**config.mk**
```make
export PLATFORM = sky130hd
export DESIGN_NAME = bitio_ctrl
export DESIGN_NICKNAME = d
export VERILOG_FILES = /design/src/rtl/bitio_pkg.sv /design/src/rtl/bitio_sync.sv /design/src/rtl/bitio_outreg.sv /design/src/rtl/bitio_pattest.sv /design/src/rtl/bitio_ctrl.sv
export SDC_FILE = /design/constraint.sdc
export NUM_CORES = 1
export LEC_CHECK = 0
export BUFFER_PORTS_ARGS = -buffer_cell sky130_fd_sc_hd__buf_2
export CORE_ASPECT_RATIO = 0.6
export CORE_MARGIN = 2
export CORE_UTILIZATION = 48
export CTS_BUF_LIST = sky130_fd_sc_hd__clkbuf_8 sky130_fd_sc_hd__clkbuf_16
export DETAILED_ROUTE_END_ITERATION = 8
export HOLD_SLACK_MARGIN = 0.12
export PLACE_DENSITY = 0.79
export SLEW_MARGIN = 40
export SYNTH_ARGS = -nofsm -noshare
export SYNTH_HDL_FRONTEND = slang
export SYNTH_SLANG_ARGS = --single-unit
```
**constraint.sdc**
```tcl
create_clock -name clk -period 1.8 [get_ports clk]
set_input_delay 0.27 -clock clk [delete_from_list [all_inputs] [get_ports clk]]
set_output_delay 0.27 -clock clk [all_outputs]
set_load 0.01 [all_outputs]
```
**src/rtl/bitio_pkg.sv**
```systemverilog
package bitio_pkg;

    localparam int BIO_PINS        = 8;
    localparam int BIO_SYNC_STAGES = 2;

    typedef enum logic [1:0] {
        OP_HOLD = 2'd0,
        OP_CLR  = 2'd1,
        OP_SET  = 2'd2,
        OP_TGL  = 2'd3
    } bio_op_e;

    typedef struct packed {
        logic all_match;
        logic any_match;
    } bio_flags_t;

    // Clear outranks set, set outranks toggle.
    function automatic bio_op_e pick_op(input logic set_i,
                                        input logic clr_i,
                                        input logic tgl_i);
        bio_op_e op;
        if (clr_i)      op = OP_CLR;
        else if (set_i) op = OP_SET;
        else if (tgl_i) op = OP_TGL;
        else            op = OP_HOLD;
        return op;
    endfunction

endpackage

```
**src/rtl/bitio_sync.sv**
```systemverilog
module bitio_sync #(
    parameter int W      = bitio_pkg::BIO_PINS,
    parameter int STAGES = bitio_pkg::BIO_SYNC_STAGES
) (
    input  logic         clk,
    input  logic         rst,
    input  logic [W-1:0] d,
    output logic [W-1:0] q
);
    localparam int LAST = STAGES - 1;

    logic [W-1:0] stg [STAGES];
    logic         live;

    always_ff @(posedge clk) begin
        if (rst) stg[0] <= '0;
        else     stg[0] <= d;
    end

    generate
        for (genvar i = 1; i < STAGES; i++) begin : g_stage
            always_ff @(posedge clk) begin
                if (rst) stg[i] <= '0;
                else     stg[i] <= stg[i-1];
            end
            // each stage carries the previous stage one edge later
            p_stage_shift_r8: assert property (@(posedge clk) disable iff (rst)
                live |-> stg[i] == $past(stg[i-1]));
        end
    endgenerate

    always_ff @(posedge clk) begin
        if (rst) live <= 1'b0;
        else     live <= 1'b1;
    end

    assign q = stg[LAST];

    // first stage captures the pad level
    p_first_capture_r8: assert property (@(posedge clk) disable iff (rst)
        live |-> stg[0] == $past(d));

endmodule

```
**src/rtl/bitio_outreg.sv**
```systemverilog
module bitio_outreg
    import bitio_pkg::*;
#(
    parameter int W = BIO_PINS
) (
    input  logic         clk,
    input  logic         rst,
    input  logic         set_i,
    input  logic         clr_i,
    input  logic         tgl_i,
    input  logic [W-1:0] mask_i,
    output logic [W-1:0] q
);
    bio_op_e      op;
    logic [W-1:0] nxt;

    always_comb begin
        op = pick_op(set_i, clr_i, tgl_i);
        unique case (op)
            OP_CLR:  nxt = q & ~mask_i;
            OP_SET:  nxt = q | mask_i;
            OP_TGL:  nxt = q ^ mask_i;
            default: nxt = q;
        endcase
    end

    always_ff @(posedge clk) begin
        if (rst) q <= '0;
        else     q <= nxt;
    end

    // clear always wins, masked bits end low
    p_clear_wins_r6: assert property (@(posedge clk) disable iff (rst)
        clr_i |=> (q & $past(mask_i)) == '0);
    // set without clear leaves masked bits high, others unchanged
    p_set_r3: assert property (@(posedge clk) disable iff (rst)
        (set_i && !clr_i) |=> q == ($past(q) | $past(mask_i)));
    // a lone toggle flips exactly the masked bits
    p_toggle_r5: assert property (@(posedge clk) disable iff (rst)
        (tgl_i && !set_i && !clr_i) |=> q == ($past(q) ^ $past(mask_i)));
    // no command keeps the register
    p_hold_r3: assert property (@(posedge clk) disable iff (rst)
        (!tgl_i && !set_i && !clr_i) |=> $stable(q));

endmodule

```
**src/rtl/bitio_pattest.sv**
```systemverilog
module bitio_pattest
    import bitio_pkg::*;
#(
    parameter int W = BIO_PINS
) (
    input  logic         clk,
    input  logic         rst,
    input  logic [W-1:0] state_i,
    input  logic [W-1:0] dir_i,
    input  logic [W-1:0] tmask_i,
    input  logic [W-1:0] tpat_i,
    output bio_flags_t   flags_o
);
    logic [W-1:0] eff_mask;
    logic [W-1:0] hit;
    bio_flags_t   flags_d;

    assign eff_mask = tmask_i & ~dir_i;

    generate
        for (genvar b = 0; b < W; b++) begin : g_bit
            assign hit[b] = eff_mask[b] & (state_i[b] ~^ tpat_i[b]);
        end
    endgenerate

    always_comb begin
        flags_d.all_match = (hit == eff_mask);
        flags_d.any_match = |hit;
    end

    always_ff @(posedge clk) begin
        if (rst) flags_o <= '0;
        else     flags_o <= flags_d;
    end

    // empty effective mask gives all=1, any=0
    p_empty_mask_r10: assert property (@(posedge clk) disable iff (rst)
        (eff_mask == '0) |=> (flags_o.all_match && !flags_o.any_match));
    // with a non-empty mask, full match implies some match
    p_all_implies_any_r11: assert property (@(posedge clk) disable iff (rst)
        (eff_mask != '0) |=> (!flags_o.all_match || flags_o.any_match));
    // output-direction pins never take part in the test
    p_out_pins_ignored_r12: assert property (@(posedge clk) disable iff (rst)
        ((tmask_i & ~dir_i) == '0) |=> !flags_o.any_match);

endmodule

```
**src/rtl/bitio_ctrl.sv**
```systemverilog
module bitio_ctrl
    import bitio_pkg::*;
#(
    parameter int NPINS       = BIO_PINS,
    parameter int SYNC_STAGES = BIO_SYNC_STAGES
) (
    input  logic             clk,
    input  logic             rst,
    input  logic             dir_we,
    input  logic [NPINS-1:0] dir_wdata,
    input  logic             cmd_set,
    input  logic             cmd_clr,
    input  logic             cmd_tgl,
    input  logic [NPINS-1:0] cmd_mask,
    input  logic [NPINS-1:0] pin_in,
    output logic [NPINS-1:0] pin_out,
    output logic [NPINS-1:0] pin_oe,
    output logic [NPINS-1:0] pin_state,
    input  logic [NPINS-1:0] test_mask,
    input  logic [NPINS-1:0] test_pat,
    output logic             flag_all,
    output logic             flag_any
);
    logic [NPINS-1:0] dir_q;
    logic [NPINS-1:0] out_q;
    logic [NPINS-1:0] sync_q;
    bio_flags_t       flags;

    always_ff @(posedge clk) begin
        if (rst)         dir_q <= '0;
        else if (dir_we) dir_q <= dir_wdata;
    end

    bitio_outreg #(.W(NPINS)) u_outreg (
        .clk    (clk),
        .rst    (rst),
        .set_i  (cmd_set),
        .clr_i  (cmd_clr),
        .tgl_i  (cmd_tgl),
        .mask_i (cmd_mask),
        .q      (out_q)
    );

    bitio_sync #(.W(NPINS), .STAGES(SYNC_STAGES)) u_sync (
        .clk (clk),
        .rst (rst),
        .d   (pin_in),
        .q   (sync_q)
    );

    assign pin_state = (out_q & dir_q) | (sync_q & ~dir_q);

    bitio_pattest #(.W(NPINS)) u_test (
        .clk     (clk),
        .rst     (rst),
        .state_i (pin_state),
        .dir_i   (dir_q),
        .tmask_i (test_mask),
        .tpat_i  (test_pat),
        .flags_o (flags)
    );

    assign pin_out  = out_q;
    assign pin_oe   = dir_q;
    assign flag_all = flags.all_match;
    assign flag_any = flags.any_match;

    // direction register follows its write strobe
    p_dir_write_r2: assert property (@(posedge clk) disable iff (rst)
        dir_we |=> pin_oe == $past(dir_wdata));
    p_dir_hold_r2: assert property (@(posedge clk) disable iff (rst)
        !dir_we |=> $stable(pin_oe));
    // output-direction pins read back their driven value
    p_readback_r9: assert property (@(posedge clk) disable iff (rst)
        ((pin_state ^ pin_out) & pin_oe) == '0);

endmodule

```
==> impl_results.md <==
- Run status: finished clean
- Synth area leaders: dfxtp_1, ha_1, nor2b_1, mux2_2, mux2i_1
- Num CTS Buffers: 5
- Die width: between 80 and 90 um
- Count leader, synth: dfxtp_1
- Pre-CTS WS: approximately 0.37 ns
- Post-synthesis cell type count: 26
- CP required: 1.53 ns
- Via Count: approximately 1500
- Die area: approximately 4300 sq um
- Clock slew at reported path FFs: ~0.070 ns
- #FFs+latches synth: 34
- CTS resizes: 0
- Initial DRT Pass Iterations: 4
- Clock Path Buffers: 2
- ANT nets after route: 0
- FF-to-FF End: u_outreg.q[6]
- Final Hold Vio Count: 0
- Root Buffer: clkbuf_8
- Share of layout cells above drive strength 1: 0.381
- Least-Margin Pin Slew: 0.628 ns
- Setup CP Type: reg -> out
- DR vias/cell: 4.76
- First-pass GRT wire length: ~6700 um
- P_leak: between 0.001 and 0.0015 uW
- ANT cells: 0
- Crit Reg-Reg Startpoint: u_outreg.q[6]
- Pin count of the biggest net entering global routing: 35
- Peak supply drop: around 0.00047 V
- Hold Crit Class: in -> reg
- Max Fanout on Critical Path: 5
- Tot Pwr: ~1700 uW
- Yosys top cell area share: 0.375
- Seq. cell area: roughly 700 sq um
- Post-DP HPWL: around 3000 um
- Critical-path cell list: mux2_2 -> buf_2
- Total gr overflow: 0
- Clk_skew: 0.00288 ns
- Placed cell count: between 200 and 300
- Min setup slack post-route: between 0.2 and 0.3 ns
- Synth-to-layout area growth: 24.9%
- Fmax: approximately 0.66 GHz
- Cell depth of the worst flop-to-flop path: 6
- Worst hold start: pin_in[1]
- PD cells: between 700 and 800 nW/um^2
- Synth Net Count: about 250
- Most instantiated cells after synthesis: dfxtp_1, inv_1, ha_1, nor2b_1, nor2_1
- Initial Util: 0.498
- Area of the core: ~3600 sq um
- Critical Path Max Stage Delay: around 0.45 ns
- CTS tree: yes
- Crit-path slowest cell: dfxtp_1
- H-tree level count: 2
- Post-synthesis sequential area ratio: 0.375
- Final setup vio count: 0
- Chip Height: approximately 52 um
- Non-Filler Instances: 307
- Hold path depth: 2
- Multi-input logic area: 992 sq um
- Hold EP: u_sync.stg[0][1]
- Gr usage total: 0.200
- Largest delay contributor family on the critical path: flip-flops
- Max-slew violations: 0
- RSZ-0062 raised after global routing: false
- First DRT Iteration DRCs: 40
- Final period utilization: 0.840
- Post-synth EDFFs: 0
- Post-synthesis instance total: 189
- Asr flop ratio synth: 0
- R2r setup slk: roughly 0.37 ns
- Final core utilization: 0.623
- Setup bufs post-CTS: 0
- # hold bufs at CTS: 0
- WP data arrival: between 1 and 1.5 ns
- Clk Latency, worst-skew pair: between 0.2 and 0.3 ns
- Vias in the first global route: roughly 1400
- Max Cap Viol: 0
- Placer Congestion: ~0.75
- CP Launch Type: flop
- Top FF cell, synth: dfxtp_1
- Syn avg cell area: roughly 9.6 sq um
- Initial antenna violation count: 0
- I/O Buffers: 71
- Layout fillers: between 300 and 400
- Synth warn: 0
- Clock sinks: 34
- CP Capture Type: output port
- Row count: 17
- WL/cell: 12.6 um
- Setup TNS Final: 0 ns
- DR DRC count: 0
- Max_slew headroom: 0.581
- IO Count: 72
- Nets@finish: between 300 and 400
- Routed WL: a little under 4000 um
- Post-synth top area cell: dfxtp_1
- Crit path buf inv count: 1
- Minimum clock period: approximately 1.5 ns
- Post-synthesis cell area: 1810 sq um
==> metrics by stage <==
| stage | hold WS (ns) | instance area (sq um) |
|---|---|---|
| after global placement | 0.419 | 2170 |
| after CTS | 0.187 | 2260 |
| after detailed placement | 0.420 | 2170 |
| after floorplan | 0.342 | 1810 |
| after global routing | 0.181 | 2260 |
| final | 0.195 | 2260 |
==> kinds of logic (layout without fill, tap and decap cells) <==
group | count (synthesis) | count (layout) | synth area share
AO/OA/AOI/OAI | 21 | 21 | 0.0801
flip-flops | 34 | 34 | 0.375
buffers and inverters | 29 | 100 | 0.0773
multiplexers | 16 | 16 | 0.0939
XOR/XNOR | 8 | 8 | 0.0386
adder cells (fa/ha/maj) | 16 | 16 | 0.110
AND/OR/NAND/NOR | 65 | 65 | 0.224
==> area by class of cell <==
class | instances | share of cell area
Timing Repair Buffer | 72 | 0.160
Clock inverter | 2 | 0.00552
Multi-Input combinational cell | 126 | 0.438
Clock buffer | 6 | 0.0365
Inverter | 20 | 0.0331
Tap cell | 47 | 0.0260
Sequential cell | 34 | 0.301
==> power breakdown <==
| group | switching, uW | total, uW | internal (uW) |
|---|---|---|---|
| Sequential | 39.0 | 835 | 796 |
| Clock | 271 | 578 | 307 |
| Combinational | 154 | 308 | 155 |
| Total | 464 | 1720 | 1260 |
==> routing by layer <==
| layer | track usage | up-vias | routed length [um] |
|---|---|---|---|
| met5 | 0 | - | 0 |
| met4 | 0.0328 | 0 | 11 |
| met3 | 0.0794 | 2 | 358 |
| met2 | 0.300 | 56 | 1550 |
| met1 | 0.277 | 630 | 1960 |
| li1 | - | 773 | - |
==> sequential cells by signal (all words and copies together), names as in the netlist <==
register and flops:
u_sync.stg 16, pin_oe 8, u_outreg.q 8, u_test.flags_o 2
==> cell usage in the layout, fill, tap and decap left out, drive strengths merged <==
cell type  netlist  layout
buf              5      72
nand3b           1       1
clkbuf           4       6
mux2             8       8
clkinvlp         0       1
nor2            20      20
o32ai            4       4
nor2b           16      16
or3              1       1
nand4            1       1
xor2             8       8
dfxtp           34      34
a222oi           1       1
a21oi            8       8
nand2b           8       8
nor3             8       8
a211oi           8       8
nor4bb           1       1
mux2i            8       8
inv             20      20
ha              16      16
nor3b            8       8
nor4             1       1
clkinv           0       1
==> worst max path at each step <==
| stage | from | endpoint | slack [ns] | depth (start not counted) |
|---|---|---|---|---|
| 6_report | pin_oe[1] | pin_state[1] | 0.29 | 2 |
| 5_1_grt | pin_oe[1] | pin_state[1] | 0.23 | 2 |
| 4_1_cts | pin_oe[1] | pin_state[1] | 0.29 | 2 |
| 3_5_place_dp | u_outreg.q[6] | u_outreg.q[6] | 0.37 | 6 |
| 3_3_place_gp | u_outreg.q[6] | u_outreg.q[6] | 0.47 | 6 |
| 2_1_floorplan | u_outreg.q[5] | u_outreg.q[5] | 0.45 | 6 |
No activity file was read; power rests on OpenSTA's default activity.
